==> config.mk <==
export PLATFORM = sky130hd
export DESIGN_NAME = pme_event_gen
export DESIGN_NICKNAME = d
export VERILOG_FILES = /design/src/rtl/pme_event_pkg.sv /design/src/rtl/pme_link_mon.sv /design/src/rtl/pme_mode_ctl.sv /design/src/rtl/pme_pulse_stretch.sv /design/src/rtl/pme_event_gen.sv
export SDC_FILE = /design/constraint.sdc
export NUM_CORES = 1
export LEC_CHECK = 0
export BUFFER_PORTS_ARGS = -buffer_cell sky130_fd_sc_hd__buf_4
export CAP_MARGIN = 20
export CORE_MARGIN = 10
export CORE_UTILIZATION = 50
export DETAILED_ROUTE_END_ITERATION = 8
export PLACE_DENSITY_LB_ADDON = 0.08
export SLEW_MARGIN = 5
export SYNTH_ARGS = -nofsm -noshare
export SYNTH_HDL_FRONTEND = slang
export SYNTH_SLANG_ARGS = --single-unit
==> constraint.sdc <==
create_clock -name clk -period 2.5 [get_ports clk]
set_clock_uncertainty 0.15 [all_clocks]
set_input_delay 0.5 -clock clk [delete_from_list [all_inputs] [get_ports clk]]
set_output_delay 0.5 -clock clk [all_outputs]
set_load 0.005 [all_outputs]
==> src/rtl/pme_event_pkg.sv <==
package pme_event_pkg;
  typedef enum logic {
    MODE_ACTIVE = 1'b0,
    MODE_WOL    = 1'b1
  } pm_mode_e;
endpackage

==> src/rtl/pme_link_mon.sv <==
module pme_link_mon #(
  parameter int SYNC_STAGES = 2
) (
  input  logic clk,
  input  logic rst_n,
  input  logic link_i,
  output logic chg_o
);
  logic [SYNC_STAGES-1:0] sync_q, sync_d;
  logic                   link_q, link_d;

  always_comb begin
    sync_d = {sync_q[SYNC_STAGES-2:0], link_i};
    link_d = sync_q[SYNC_STAGES-1];
  end

  always_ff @(posedge clk or negedge rst_n) begin
    if (!rst_n) begin
      sync_q <= '0;
      link_q <= 1'b0;
    end else begin
      sync_q <= sync_d;
      link_q <= link_d;
    end
  end

  // either direction of change
  assign chg_o = sync_q[SYNC_STAGES-1] ^ link_q;
endmodule

==> src/rtl/pme_mode_ctl.sv <==
module pme_mode_ctl
  import pme_event_pkg::*;
(
  input  logic     clk,
  input  logic     rst_n,
  input  logic     wol_cfg_i,
  input  logic     bar_wr_i,
  input  logic     act_frame_i,
  input  logic     addr_pass_i,
  output pm_mode_e mode_o,
  output logic     cfg_wol_o,
  output logic     led_o
);
  logic     init_q, init_d;
  logic     cfg_q, cfg_d;
  pm_mode_e mode_q, mode_d;
  logic     led_q, led_d;

  always_comb begin
    init_d = 1'b0;
    cfg_d  = init_q ? wol_cfg_i : cfg_q;
    if (bar_wr_i) begin
      mode_d = MODE_ACTIVE;
    end else if (init_q) begin
      mode_d = wol_cfg_i ? MODE_WOL : MODE_ACTIVE;
    end else begin
      mode_d = mode_q;
    end
    led_d = (mode_q == MODE_WOL) ? addr_pass_i : act_frame_i;
  end

  always_ff @(posedge clk or negedge rst_n) begin
    if (!rst_n) begin
      init_q <= 1'b1;
      cfg_q  <= 1'b0;
      mode_q <= MODE_ACTIVE;
      led_q  <= 1'b0;
    end else begin
      init_q <= init_d;
      cfg_q  <= cfg_d;
      mode_q <= mode_d;
      led_q  <= led_d;
    end
  end

  assign mode_o    = mode_q;
  assign cfg_wol_o = cfg_q;
  assign led_o     = led_q;
endmodule

==> src/rtl/pme_pulse_stretch.sv <==
module pme_pulse_stretch #(
  parameter int unsigned PULSE_CYC = 52,
  parameter int          CNT_W     = $clog2(PULSE_CYC + 1)
) (
  input  logic clk,
  input  logic rst_n,
  input  logic start_i,
  output logic active_o
);
  logic [CNT_W-1:0] cnt_q, cnt_d;
  logic             cnt_en;

  assign cnt_en = (cnt_q != '0) || start_i;

  always_comb begin
    if (cnt_q != '0) begin
      cnt_d = cnt_q - 1'b1;
    end else begin
      cnt_d = CNT_W'(PULSE_CYC);
    end
  end

  always_ff @(posedge clk or negedge rst_n) begin
    if (!rst_n) begin
      cnt_q <= '0;
    end else if (cnt_en) begin
      cnt_q <= cnt_d;
    end
  end

  assign active_o = (cnt_q != '0);
endmodule

==> src/rtl/pme_event_gen.sv <==
module pme_event_gen
  import pme_event_pkg::*;
#(
  parameter int unsigned CLK_KHZ     = 200000,
  parameter int unsigned PULSE_MS    = 52,
  parameter int          SYNC_STAGES = 2
) (
  input  logic clk,
  input  logic rst_n,
  input  logic link_up_i,
  input  logic wake_pkt_i,
  input  logic magic_pkt_i,
  input  logic wol_cfg_i,
  input  logic pm_en_i,
  input  logic cmd_en_i,
  input  logic bar_wr_i,
  input  logic act_frame_i,
  input  logic addr_pass_i,
  output logic pme_pull_low_o,
  output logic led_o,
  output logic wol_mode_o
);
  localparam int unsigned PULSE_CYC = CLK_KHZ * PULSE_MS;

  logic     link_chg;
  pm_mode_e mode;
  logic     cfg_wol;
  logic     in_wol;
  logic     event_ok;
  logic     norm_d, norm_q;
  logic     pulse_on;

  pme_link_mon #(.SYNC_STAGES(SYNC_STAGES)) u_link (
    .clk    (clk),
    .rst_n  (rst_n),
    .link_i (link_up_i),
    .chg_o  (link_chg)
  );

  pme_mode_ctl u_mode (
    .clk         (clk),
    .rst_n       (rst_n),
    .wol_cfg_i   (wol_cfg_i),
    .bar_wr_i    (bar_wr_i),
    .act_frame_i (act_frame_i),
    .addr_pass_i (addr_pass_i),
    .mode_o      (mode),
    .cfg_wol_o   (cfg_wol),
    .led_o       (led_o)
  );

  assign in_wol = (mode == MODE_WOL);

  pme_pulse_stretch #(.PULSE_CYC(PULSE_CYC)) u_pulse (
    .clk      (clk),
    .rst_n    (rst_n),
    .start_i  (in_wol && magic_pkt_i),
    .active_o (pulse_on)
  );

  always_comb begin
    event_ok = cfg_wol || (pm_en_i && cmd_en_i);
    norm_d   = event_ok && (link_chg || (!in_wol && (wake_pkt_i || magic_pkt_i)));
  end

  always_ff @(posedge clk or negedge rst_n) begin
    if (!rst_n) begin
      norm_q <= 1'b0;
    end else begin
      norm_q <= norm_d;
    end
  end

  assign pme_pull_low_o = norm_q || pulse_on;
  assign wol_mode_o     = in_wol;
endmodule

==> Implementation_results.wiki <==
{| class="wikitable"
! Metric !! Value
|-
| Run status || finished with violations
|-
| Violations in the final reports || setup timing
|-
| Total DRC errors in the routed layout || 0
|-
| Post-synth EDFFs || 0
|-
| Hold violation total from the final report || 0
|-
| Total via count after detailed routing || 1425
|-
| Post-synthesis sequential area ratio || 0.489
|-
| Async set or reset register ratio after synthesis || 1.00
|-
| TritonCTS clock tree || built
|-
| Number of nets with antenna violations after detailed routing || 0
|-
| Crit start category || register
|-
| Vias in the first global route || 1448
|-
| Detailed Route WL || 3.98 mm
|-
| Clock transition at the registers of the reported paths || 100 ps
|-
| Predominant post-synthesis flop cell || dfrtp_1
|-
| Count of pins on the block boundary || 14
|-
| # clock sinks || 32
|-
| Proportion of netlist area held by the largest area contributor || 0.473
|-
| CTS H-Tree Depth || 2
|-
| Max IR drop VDD || 0.327 mV
|-
| RePlAce Congestion || 0.808
|-
| Synthesized netlist net count || 165
|-
| Pre-CTS setup slack || -35.4 ps
|-
| Synth area leaders || dfrtp_1 (47%), xor2_1 (4.8%), a21oi_1 (2.4%)
|-
| Pins Over Slew Limit || 0
|-
| Count of routing violations after the opening detailed-route iteration || 76
|-
| Layout net count || 205
|-
| Worst setup EP type || primary output
|-
| Endpoints failing setup || 1
|-
| Via density per instance || 6.01
|-
| Crit Path Class || register to primary output
|-
| Total GRT Usage || 0.134
|-
| Half-perimeter wire length after placement || 2.99 mm
|-
| Total overflow reported by the global router || 0
|-
| Full die area || around 6000 um2
|-
| Cell leakage power || 0.925 nW
|-
| Mean Syn Cell Area || 10.8 um2
|-
| Cell Area, Synth || 1640 um2
|-
| Number of port buffers || 13
|-
| Count of TritonRoute iterations in the first routing pass || 4
|-
| Placed cells || roughly 230
|-
| Cell with the most instances after synthesis || dfrtp_1
|-
| Final standard cell count with taps included and fillers excluded || between 200 and 250
|-
| Upper clock frequency limit || 0.345 GHz
|-
| Library cells used by synthesis || between 40 and 50
|-
| Actual slew at the worst max-slew pin || 513 ps
|-
| Power Dens Cells || around 460 nW/um2
|-
| Top cell type by total area after synthesis || dfrtp_1
|-
| Routed wirelength normalized by instance count || 16.8 um
|-
| Buffer depth of the longest clock path || 2
|-
| Data arrival, critical path || 2250 ps
|-
| Final critical-path setup slack || -396 ps
|-
| Relative slew slack || 0.649
|-
| Die X-Extent || 77.3 um
|-
| Worst skew pair latency || 340 ps
|-
| Count of antenna diodes in the layout || 0
|-
| Period utilisation layout || 1.16
|-
| Overall power || 0.963 mW
|-
| Yosys warns || 0
|-
| Number of max-capacitance violations reported || 0
|-
| Maximum fanout along the worst path || 2
|-
| Area overhead of the layout relative to synthesis || 26.5%
|-
| Wire length of the first global-routing pass || 6.60 mm
|-
| Largest net degree at the start of global routing || 33
|-
| Clock period minus worst slack || about 2900 ps
|-
| Number of antenna violations at the first check in global routing || 0
|-
| Number of standard cells after synthesis || 152
|-
| Vertical extent of the die || 77.3 um
|-
| Most instantiated cells after synthesis || dfrtp_1 (31), xor2_1 (9), a21oi_1 (8)
|-
| Number of buffers added by the clock tree synthesis step || 5
|-
| Layout cells sized above 1 || 0.321
|-
| Area of the core || between 3000 and 4000 um2
|-
| Initial standard-cell utilization of the core || 0.529
|-
| Number of placement rows || 20
|-
| Worst min-delay path category || input port to register
|-
| RSZ-0062 raised after global routing || true
|-
| Clock root buffer || clkbuf_4
|-
| Core Util, Final || 0.669
|-
| Register bit total from synthesis || 32
|-
| CP Data Required Time || 1850 ps
|}
-- per-layer routing --
layer	vias to the layer above	wire [um]	GRT usage	part of all wire
met5	-	0	0	0
met4	0	89	0.0511	0.022
met3	9	203	0.0420	0.051
met2	34	2080	0.230	0.52
met1	719	1610	0.152	0.40
li1	663	-	-	-
-- layout make-up --
class                      instances  area, um2
clock inverter                     3       42.5
tap                               44       55.1
inverter                           6       22.5
fill                             272       1030
sequential                        32        802
multi-input combinational        107        813
clock buffer                       5       37.5
timing repair buffer              40        303
-- cells by family (layout without fill, tap and decap cells) --
family | Yosys count | after routing | synth area share
other | 1 | 1 | 0.00229
xor gates and xnor gates | 10 | 10 | 0.0534
buffers and inverters | 13 | 54 | 0.0343
and+or+nand+nor | 49 | 49 | 0.198
adders and majority gates | 2 | 2 | 0.0153
muxes | 4 | 4 | 0.0267
AOI/OAI and AO/OA | 41 | 41 | 0.181
DFF | 32 | 32 | 0.489
-- per-stage QoR --
stage | setup TNS [ps] | hold WS (ps) | instance area, um2
4_1_cts | -418 | 101 | 2040
6_report | -396 | 117 | 2080
2_1_floorplan | -106 | 54.4 | 1660
3_3_place_gp | -20.1 | 193 | 1950
3_5_place_dp | -35.4 | 190 | 1950
5_1_grt | -465 | 85.4 | 2080
-- layout by cell type, fill, tap and decap left out, types with 2 or more instances in the layout --
| cell type | instances |
|---|---|
| o2bb2ai_1 | 2 |
| and3_1 | 3 |
| a211oi_1 | 3 |
| dfrtp_1 | 31 |
| xor2_1 | 9 |
| clkbuf_4 | 5 |
| a221oi_1 | 3 |
| mux2_2 | 3 |
| o21ai_0 | 5 |
| a31oi_1 | 2 |
| a21oi_1 | 8 |
| inv_1 | 6 |
| buf_4 | 39 |
| o21bai_1 | 2 |
| or4_4 | 4 |
| nand2_1 | 6 |
| a2111oi_0 | 3 |
| nor2_1 | 5 |
| nor3_1 | 5 |
| or3_1 | 4 |
| nand3_1 | 2 |
| nor3b_1 | 2 |
| o31ai_1 | 2 |
| a311oi_1 | 2 |
| ha_1 | 2 |
| nor4_1 | 3 |
| nand4_1 | 4 |
| nand2b_1 | 2 |
-- where the power goes --
part / switching, mW / internal, mW / leakage [nW]
registers: 0.00436 / 0.527 / 0.389
clock network: 0.188 / 0.208 / 0.0412
logic: 0.0172 / 0.0184 / 0.495
total: 0.210 / 0.753 / 0.925
-- state kept, by name (all words and copies together), names as in the netlist --
register	cells
u_mode.mode_o	1
u_pulse.cnt_q	24
norm_q	1
u_mode.cfg_wol_o	1
u_mode.init_q	1
u_mode.led_o	1
u_link.sync_q	2
u_link.link_q	1
-- worst max-delay path, stage by stage, from the launching register on --
cell and delay [ps]:
dfrtp_1 390, or4_4 530, or4_4 490, or3_1 360
buf_4 140
-- what timing repair did --
item                                    CTS  global route
hold buffers                              1             0
endpoints found under the setup margin    1             8
hold endpoints to repair                 31             0
gates resized for setup                   1             3
buffers inserted                          0             1
-- path summary, 6_finish.rpt --
path / start / end / slack, ps / cells after the start
max: u_pulse.cnt_q[7] / pme_pull_low_o / -400 / 4
min: link_up_i / u_link.sync_q[0] / 120 / 1
max reg2reg: u_pulse.cnt_q[0] / u_pulse.cnt_q[10] / 60 / 6
min reg2reg: u_link.sync_q[0] / u_link.sync_q[1] / 220 / 0
max in group asynchronous: rst_n / u_mode.init_q / 1390 / 2
min in group asynchronous: rst_n / u_pulse.cnt_q[19] / 470 / 2
Note: power is estimated with default switching activity, not from simulation.
